**src/rtl/dom_guard_pkg.sv**
```systemverilog
package dom_guard_pkg;

    localparam int unsigned MODE_W = 2;

    typedef enum logic [MODE_W-1:0] {
        MODE_NONE    = 2'b00,
        MODE_CLIENT  = 2'b01,
        MODE_RSVD    = 2'b10,
        MODE_MANAGER = 2'b11
    } dom_mode_e;

    typedef enum logic [1:0] {
        PERM_DENY  = 2'b00,
        PERM_PRIV  = 2'b01,
        PERM_UREAD = 2'b10,
        PERM_FULL  = 2'b11
    } page_perm_e;

    localparam logic FT_DOMAIN = 1'b0;
    localparam logic FT_PERM   = 1'b1;

    typedef struct packed {
        logic valid;
        logic grant;
        logic fault;
        logic ftype;
    } guard_rsp_t;

endpackage

```
**src/rtl/dag_ctrl_reg.sv**
```systemverilog
module dag_ctrl_reg #(
    parameter int unsigned NUM_DOM = 16,
    parameter int unsigned MODE_W  = 2,
    localparam int unsigned REG_W  = NUM_DOM * MODE_W
) (
    input  logic             clk,
    input  logic             rst_n,
    input  logic             we,
    input  logic [REG_W-1:0] wdata,
    output logic [REG_W-1:0] word
);

    typedef struct packed {
        logic [REG_W-1:0] word;
    } ctrl_state_t;

    ctrl_state_t st_d, st_q;

    always_comb begin
        st_d = st_q;
        if (we) begin
            st_d.word = wdata;
        end
    end

    // All-zero reset leaves every domain without access.
    always_ff @(posedge clk or negedge rst_n) begin
        if (!rst_n) begin
            st_q <= '0;
        end else begin
            st_q <= st_d;
        end
    end

    assign word = st_q.word;

endmodule

```
**src/rtl/dag_field_sel.sv**
```systemverilog
module dag_field_sel #(
    parameter int unsigned NUM_DOM = 16,
    parameter int unsigned MODE_W  = 2,
    localparam int unsigned REG_W  = NUM_DOM * MODE_W,
    localparam int unsigned DOM_W  = (NUM_DOM > 1) ? $clog2(NUM_DOM) : 1
) (
    input  logic [REG_W-1:0]  word,
    input  logic [DOM_W-1:0]  domain,
    output logic [MODE_W-1:0] mode
);

    logic [MODE_W-1:0] field [NUM_DOM];

    for (genvar g = 0; g < NUM_DOM; g++) begin : g_field
        assign field[g] = word[g*MODE_W +: MODE_W];
    end

    assign mode = field[domain];

endmodule

```
**src/rtl/dag_perm_eval.sv**
```systemverilog
module dag_perm_eval
    import dom_guard_pkg::*;
(
    input  logic [1:0] mode,
    input  logic [1:0] ap,
    input  logic       priv,
    input  logic       write,
    output logic       allow,
    output logic       perm_fault
);

    logic client_ok;

    always_comb begin
        unique case (page_perm_e'(ap))
            PERM_DENY:  client_ok = 1'b0;
            PERM_PRIV:  client_ok = priv;
            PERM_UREAD: client_ok = priv | ~write;
            PERM_FULL:  client_ok = 1'b1;
            default:    client_ok = 1'b0;
        endcase
    end

    always_comb begin
        allow      = 1'b0;
        perm_fault = 1'b0;
        unique case (dom_mode_e'(mode))
            MODE_MANAGER: allow = 1'b1;
            MODE_CLIENT: begin
                allow      = client_ok;
                perm_fault = ~client_ok;
            end
            default: begin
                allow      = 1'b0;
                perm_fault = 1'b0;
            end
        endcase
    end

endmodule

```
**src/rtl/dom_access_guard.sv**
```systemverilog
module dom_access_guard
    import dom_guard_pkg::*;
#(
    parameter int unsigned NUM_DOM = 16,
    localparam int unsigned REG_W  = NUM_DOM * MODE_W,
    localparam int unsigned DOM_W  = (NUM_DOM > 1) ? $clog2(NUM_DOM) : 1
) (
    input  logic             clk,
    input  logic             rst_n,
    input  logic             cfg_we,
    input  logic [REG_W-1:0] cfg_wdata,
    output logic [REG_W-1:0] cfg_rdata,
    input  logic             req_valid,
    input  logic [DOM_W-1:0] req_domain,
    input  logic [1:0]       req_ap,
    input  logic             req_priv,
    input  logic             req_write,
    output logic             rsp_valid,
    output logic             rsp_grant,
    output logic             rsp_fault,
    output logic             rsp_ftype
);

    logic [REG_W-1:0]  ctrl_word;
    logic [MODE_W-1:0] dom_mode;
    logic              allow;
    logic              perm_fault;

    dag_ctrl_reg #(.NUM_DOM(NUM_DOM), .MODE_W(MODE_W)) ctrl_i (
        .clk   (clk),
        .rst_n (rst_n),
        .we    (cfg_we),
        .wdata (cfg_wdata),
        .word  (ctrl_word)
    );

    dag_field_sel #(.NUM_DOM(NUM_DOM), .MODE_W(MODE_W)) sel_i (
        .word   (ctrl_word),
        .domain (req_domain),
        .mode   (dom_mode)
    );

    dag_perm_eval eval_i (
        .mode       (dom_mode),
        .ap         (req_ap),
        .priv       (req_priv),
        .write      (req_write),
        .allow      (allow),
        .perm_fault (perm_fault)
    );

    guard_rsp_t rsp_d, rsp_q;

    always_comb begin
        rsp_d       = '0;
        rsp_d.valid = req_valid;
        rsp_d.grant = req_valid & allow;
        rsp_d.fault = req_valid & ~allow;
        rsp_d.ftype = (req_valid & ~allow & perm_fault) ? FT_PERM : FT_DOMAIN;
    end

    always_ff @(posedge clk or negedge rst_n) begin
        if (!rst_n) begin
            rsp_q <= '0;
        end else begin
            rsp_q <= rsp_d;
        end
    end

    assign cfg_rdata = ctrl_word;
    assign rsp_valid = rsp_q.valid;
    assign rsp_grant = rsp_q.grant;
    assign rsp_fault = rsp_q.fault;
    assign rsp_ftype = rsp_q.ftype;

endmodule

```
**config.mk**
```make
export PLATFORM = sky130hd
export DESIGN_NAME = dom_access_guard
export DESIGN_NICKNAME = d
export VERILOG_FILES = /design/src/rtl/dom_guard_pkg.sv /design/src/rtl/dag_ctrl_reg.sv /design/src/rtl/dag_field_sel.sv /design/src/rtl/dag_perm_eval.sv /design/src/rtl/dom_access_guard.sv
export SDC_FILE = /design/constraint.sdc
export NUM_CORES = 1
export LEC_CHECK = 0
export ABC_AREA = 1
export BUFFER_PORTS_ARGS = -buffer_cell sky130_fd_sc_hd__buf_2
export CORE_MARGIN = 3
export CORE_UTILIZATION = 41
export DETAILED_ROUTE_END_ITERATION = 6
export HOLD_SLACK_MARGIN = 0.12
export PLACE_DENSITY_LB_ADDON = 0.3
export RECOVER_POWER = 25
export SYNTH_ARGS = -nofsm -noshare
export SYNTH_HDL_FRONTEND = slang
export SYNTH_SLANG_ARGS = --single-unit
```
**constraint.sdc**
```tcl
create_clock -name clk -period 0.95 [get_ports clk]
set_input_delay 0 -clock clk [delete_from_list [all_inputs] [get_ports clk]]
set_output_delay 0 -clock clk [all_outputs]
set_load 0.02 [all_outputs]
```
==> results of run 1 <==
[final timing paths]
kind / to / slack [ps] / cells after the start
max in group asynchronous: ctrl_i.word[14] / 250 / 3
min in group asynchronous: rsp_grant / 330 / 3
worst min-delay path: rsp_valid / -120 / 1
worst max register to register: rsp_grant / -130 / 8
worst min register to register: ctrl_i.word[4] / 540 / 1
worst max-delay path: rsp_grant / -130 / 8
[timing repair]
item                       4_1_cts  5_1_grt
setup endpoints to repair        6       16
pin swaps                        4        9
setup buffers                    0        6
hold endpoints to repair        72        4
gates resized for setup         12       24
[final cells by class]
cell class | count | area [sq um]
repair buffers | 136 | 972.2
fillers | 297 | 943.4
clock buffers | 8 | 90.09
flip-flops and latches | 36 | 934.6
well taps | 48 | 60.06
multi-input cells | 126 | 670.6
inverters | 34 | 127.6
[cell usage after synthesis]
cell type and n:
nand2_1 60, dfrtp_1 36, nand3_1 24, inv_1 22, o21ai_0 22, inv_2 12, clkbuf_1 6, o21ai_1 6
mux2_1 4, o211ai_1 4, a21oi_1 2, buf_2 2, buf_4 2, nor2_1 2, buf_6 1, nand3_2 1
o21a_1 1
[metal layers]
| metal | vias up | global-route usage | routed length [um] |
|---|---|---|---|
| li1 | 913 | - | - |
| met1 | 834 | 0.2784 | 2178 |
| met2 | 63 | 0.3337 | 2388 |
| met3 | 2 | 0.04173 | 315 |
| met4 | 0 | 0.04681 | 7 |
| met5 | - | 0 | 0 |
[flip-flops by register name, summed over array words and instances (netlist names)]
register	flops
rsp_ftype	1
rsp_grant	1
rsp_valid	1
rsp_fault	1
ctrl_i.word	32
[metrics by stage]
step,setup WS [ps],utilization
2_1_floorplan,-94.83,-
3_3_place_gp,-119.8,0.6018
3_5_place_dp,-123.4,0.6018
4_1_cts,-113.3,0.7256
5_1_grt,-220.6,0.7516
6_report,-125.5,0.7516
[worst reg2reg max path, stage by stage (launching register included)]
cell and delay [ps]:
dfrtp_2 400, inv_2 70, nand2_1 50, nand3_1 90, nand3_2 70, nand3_2 80, nand3_2 90, nand2_1 80
nor2_1 40
[cells by family (layout without fill, tap and decap cells)]
logic type / Yosys count / count (layout)
DFF: 36 / 36
AOI/OAI and AO/OA: 35 / 35
buffers and inverters: 45 / 178
and+or+nand+nor: 87 / 87
muxes: 4 / 4
[power breakdown]
group          internal [mW]  switching [mW]  total, mW
sequential              1.69          0.0886       1.78
combinational          0.524           0.600       1.12
clock                  0.591           0.506       1.10
total                   2.80            1.19       4.00
==> impl_results.md, run 1 <==
* CP max-delay cell: dfrtp_2
* Post-route cell area at 2855 sq um
* Max-Cap Viols at 0
* Post-CTS Hold Fix Bufs at 34
* Post-route DRC at 0
* Yosys top cell by area: dfrtp_1
* Final count of hold timing violations at 3
* Post-Place Cell Area at 2286 sq um
* Worst hold start: req_valid
* Initial DRT Pass Iterations at 4
* Syn-to-layout area delta at 69.67%
* FP Rows at 22
* Post-synthesis mux area share at 0.02677
* Synth Cell Area at 1683 sq um
* Clock skew after layout at 4.808 ps
* Vias in the first global route at 1751
* Relative slew slack at 0.6749
* #FFs+latches synth at 36
* Most used cell, CP: nand3_2
* Crit path cell chain: inv_2 -> nand2_1 -> nand3_1 -> nand3_2 -> nand3_2 -> nand3_2 -> nand2_1 -> nor2_1
* Deepest clock path buffer count at 2
* Synth top area cells: dfrtp_1 (54%), nand2_1 (13%), nand3_1 (7.1%)
* Critical path data required time at 1130 ps
* Leakage power at 1.477 nW
* Post-DP HPWL at 3307 um
* Total core area at 3799 sq um
* # setup viols final at 3
* RSZ-0062 raised after global routing: yes
* Layout cell share with drive strength beyond 1 at 0.5294
* Total CTS buffers at 5
* Most frequent cells in the layout: buf_2 (74), nand2_1 (56), dlygate4sd3_1 (34), dfrtp_2 (27), inv_2 (26)
* Clock Tree Root: clkbuf_8
* Nets at 383
* Compound-Gate Fraction of Synth Area at 0.1115
* Setup TNS Final at -321.8 ps
* Post-DRT Antenna Nets at 0
* Die span in y at 70.07 um
* Cell Count, Final, Fillers Out at 388
* # port buffers at 79
* Antenna violations before repair at 0
* Worst-Skew Late Latency at 280 ps
* Power Density at 1400 nW/um^2
* Synth Area in Simple Gates at 0.2156
* Crit Path Class: reg -> reg
* Yosys cell types at 17
* Synth Area in XOR/XNOR at 0
* Pwr Total at 3.998 mW
* Initial Util at 0.4430
* Synth Area in Adders at 0
* Commonest non-fill, non-tap cell in the layout: buf_2
* Worst-path fanout max at 3
* CP Buf/Inv Count at 1
* H-tree levels at 2
* CP max stage delay at 400 ps
* Final period util at 1.132
* Net Count, Synth at 251
* Worst R2R Start: ctrl_i.word[25]
* Die W at 70.07 um
* CTS Sinks at 36
* Worst-path clk slew at 70 ps
* Cells after synthesis at 207
* All-Layer GR Usage at 0.2039
* First-pass GRT wire length at 8086 um
* Die area at 4909 sq um
* Yosys top cell area share at 0.5353
* Critical Path Sink Type: register
* Io pins at 80
* Fin worst setup slack at -125.5 ps
* Hold Worst Slack at -121.7 ps
* Yosys warns at 0
* Post-Route WL at 4890 um
* Outcome: finished, violations left
* Top Family by Delay on Critical Path: simple AND/OR/NAND/NOR gates
* Worst-Margin Slew at 487.7 ps
* CP Launch Type: register
* WL/cell at 12.60 um
* Worst setup path start: ctrl_i.word[25]
* Fmax at 929.8 MHz
* Number of DRC markers in iteration 0 at 99
* Final Max Slew Viols at 0
* GPL Wtd Cong at 0.7815
* Largest net degree at the start of global routing at 37
* Seq/Total Area, Yosys at 0.5353
* Violations in the final reports: hold timing, setup timing
* CTS tree: built
* Tmin final at 1075 ps
* Largest family of logic cells by synthesized area: simple AND/OR/NAND/NOR gates
* VDD IR max at 1067 uV
* Worst min path class: in -> reg
* Vias at 1812
* DP Cell Count at 341
* GRT Residual Overflow at 0
* Avg Cell Area, Syn at 8.130 sq um
* Ant. Diodes at 0
* Drt via density at 4.670
* CP arrival at 1250 ps
Note: power is estimated with default switching activity, not from simulation.
==> run 2, diff against run 1 <==
--- a/config.mk
+++ b/config.mk
@@ -13,6 +13,7 @@
 export HOLD_SLACK_MARGIN = 0.12
 export PLACE_DENSITY_LB_ADDON = 0.3
 export RECOVER_POWER = 25
+export SKIP_LAST_GASP = 1
 export SYNTH_ARGS = -nofsm -noshare
 export SYNTH_HDL_FRONTEND = slang
 export SYNTH_SLANG_ARGS = --single-unit
==> run 2 against run 1 <==
The run still ends with hold timing, setup timing left. Clock skew decreased by 2.8 ps. Clock power about the same. Maximum frequency decreased by 0.11%. Count of clock-buffer cells in the layout unchanged. Sequential share of layout area increased by 0.27 points. Sequential cell count unchanged. Combinational power about the same. Global-route usage unchanged. Cell count decreased by 0.26%. Critical endpoint unchanged. Largest cell class unchanged. Largest power group unchanged.
==> impl_results.md, run 2 (same netlist as run 1, synthesis figures left out) <==
* Outcome: finished, violations left
* Die W at 70.07 um
* GPL Wtd Cong at 0.7815
* Clk pwr share at 0.275
* Max reg flops at 32
* Total CTS buffers at 5
* First-pass GRT wire length at 8086 um
* Post-CTS Hold Fix Bufs at 34
* Most frequent cells in the layout: buf_2 (75), nand2_1 (58), dlygate4sd3_1 (34), dfrtp_2 (27), inv_2 (25)
* FP Rows at 22
* Crit Path Class: reg -> reg
* Antenna violations before repair at 0
* CP max-delay cell: dfrtp_2
* Layout cell share with drive strength beyond 1 at 0.5162
* Vias at 1804
* Fin worst setup slack at -126.7 ps
* Pint at 2.792 mW
* Clock skew after layout at 2.050 ps
* Vias in the first global route at 1751
* CP arrival at 1250 ps
* # setup viols final at 4
* Max-Cap Viols at 0
* H-tree levels at 2
* P_sw at 1.183 mW
* Worst-Skew Late Latency at 280 ps
* Most used cell, CP: nand3_2
* CP Buf/Inv Count at 1
* Footprint of the multi-input gates at 660.6 sq um
* Die area at 4909 sq um
* All-Layer GR Usage at 0.2039
* Ant. Diodes at 0
* Syn-to-layout area delta at 68.25%
* Deepest clock path buffer count at 2
* Number of DRC markers in iteration 0 at 94
* CTS Sinks at 36
* CP Launch Type: register
* Critical Path Sink Type: register
* Crit path cell chain: inv_2 -> nand2_1 -> nand3_1 -> nand3_2 -> nand3_2 -> nand3_2 -> nand2_1 -> nor2_1
* Tmin final at 1077 ps
* Power Density at 1404 nW/um^2
* RSZ-0062 raised after global routing: yes
* Fmax at 928.8 MHz
* Drt via density at 4.661
* Post-Route WL at 4887 um
* Leakage power at 1.469 nW
* Post-Place Cell Area at 2286 sq um
* # fillers at 298
* Final count of hold timing violations at 3
* Violations in the final reports: hold timing, setup timing
* Top Family by Delay on Critical Path: simple AND/OR/NAND/NOR gates
* Worst-Margin Slew at 482.1 ps
* Io pins at 80
* Clock Tree Root: clkbuf_8
* Worst-path fanout max at 3
* Reg area at 934.6 sq um
* Final period util at 1.133
* Commonest non-fill, non-tap cell in the layout: buf_2
* Initial Util at 0.4430
* CP max stage delay at 420 ps
* Worst-path clk slew at 70 ps
* Sw Share at 0.2976
* Post-route cell area at 2831 sq um
* WL/cell at 12.63 um
* Post-DP HPWL at 3307 um
* Initial DRT Pass Iterations at 4
* Relative slew slack at 0.6786
* Final Max Slew Viols at 0
* CTS tree: built
* Largest net degree at the start of global routing at 37
* GRT Residual Overflow at 0
* Critical path data required time at 1120 ps
* Post-route DRC at 0
* Worst min path class: in -> reg
* Nets at 382
* Hold Worst Slack at -119.5 ps
* # port buffers at 79
* Core Util, Final at 0.7454
* Gate power share at 0.278
* VDD IR max at 1052 uV
* Post-DRT Antenna Nets at 0
* Die span in y at 70.07 um
* Seq pwr share at 0.447
* Total core area at 3799 sq um
==> run 2: changes by cell type in the layout (fill, tap and decap cells not counted), sizes merged <==
cell,delta
buf,-1
==> run 2: final timing paths <==
| path | start | to | slack (ps) | cells past startpoint |
|---|---|---|---|---|
| setup / recovery | ctrl_i.word[27] | rsp_grant | -130 | 8 |
| hold / removal | req_valid | rsp_valid | -120 | 1 |
| setup reg to reg | ctrl_i.word[27] | rsp_grant | -130 | 8 |
| hold reg to reg | ctrl_i.word[8] | ctrl_i.word[8] | 540 | 2 |
| max in group asynchronous | rst_n | ctrl_i.word[14] | 260 | 3 |
| min in group asynchronous | rst_n | rsp_grant | 330 | 3 |
==> run 2: final cells by class <==
| type | count | area share |
|---|---|---|
| clock buffer | 8 | 0.03182 |
| inverter | 34 | 0.04507 |
| multi-input combinational | 126 | 0.2333 |
| sequential | 36 | 0.3301 |
| tap | 48 | 0.02121 |
| timing repair buffer | 135 | 0.3385 |
==> run 2: power by group through the flow <==
stage,clock [mW],sequential (mW),combinational (mW)
after floorplan,0,1.97,0.309
after global placement,0,1.79,0.900
after detailed placement,0,1.80,0.908
after CTS,1.12,1.77,1.05
after global routing,1.16,1.79,1.22
final,1.09,1.78,1.11
==> run 2: metrics by stage <==
step | setup WS, ps | setup TNS (ps) | instances | power (mW)
floorplan | -94.83 | -277.3 | 207 | 2.283
CTS | -113.4 | -332.5 | 383 | 3.940
global route | -216.2 | -724.4 | 387 | 4.173
finish | -126.7 | -356.7 | 387 | 3.975
global placement | -119.8 | -326.3 | 341 | 2.693
detailed placement | -123.4 | -332.6 | 341 | 2.708
==> run 2: layer usage <==
metal,vias up,track usage,wire length (um)
met5,-,0,0
met4,0,0.04681,7
met3,2,0.04173,296
met2,71,0.3337,2360
met1,822,0.2784,2223
li1,909,-,-
==> run 2: timing repair <==
action / CTS / global route
pin swaps: 4 / 9
cloned: 0 / 0
setup buffers: 0 / 5
endpoints found under the setup margin: 6 / 16
hold endpoints to repair: 72 / 4
gates resized for setup: 11 / 19
==> run 2: worst register-to-register path, cell delays in order (launching register included) <==
cell and delay [ps]:
dfrtp_2 420, inv_2 60, nand2_1 40, nand3_1 90, nand3_2 70, nand3_2 80
nand3_2 90, nand2_1 80, nor2_1 40
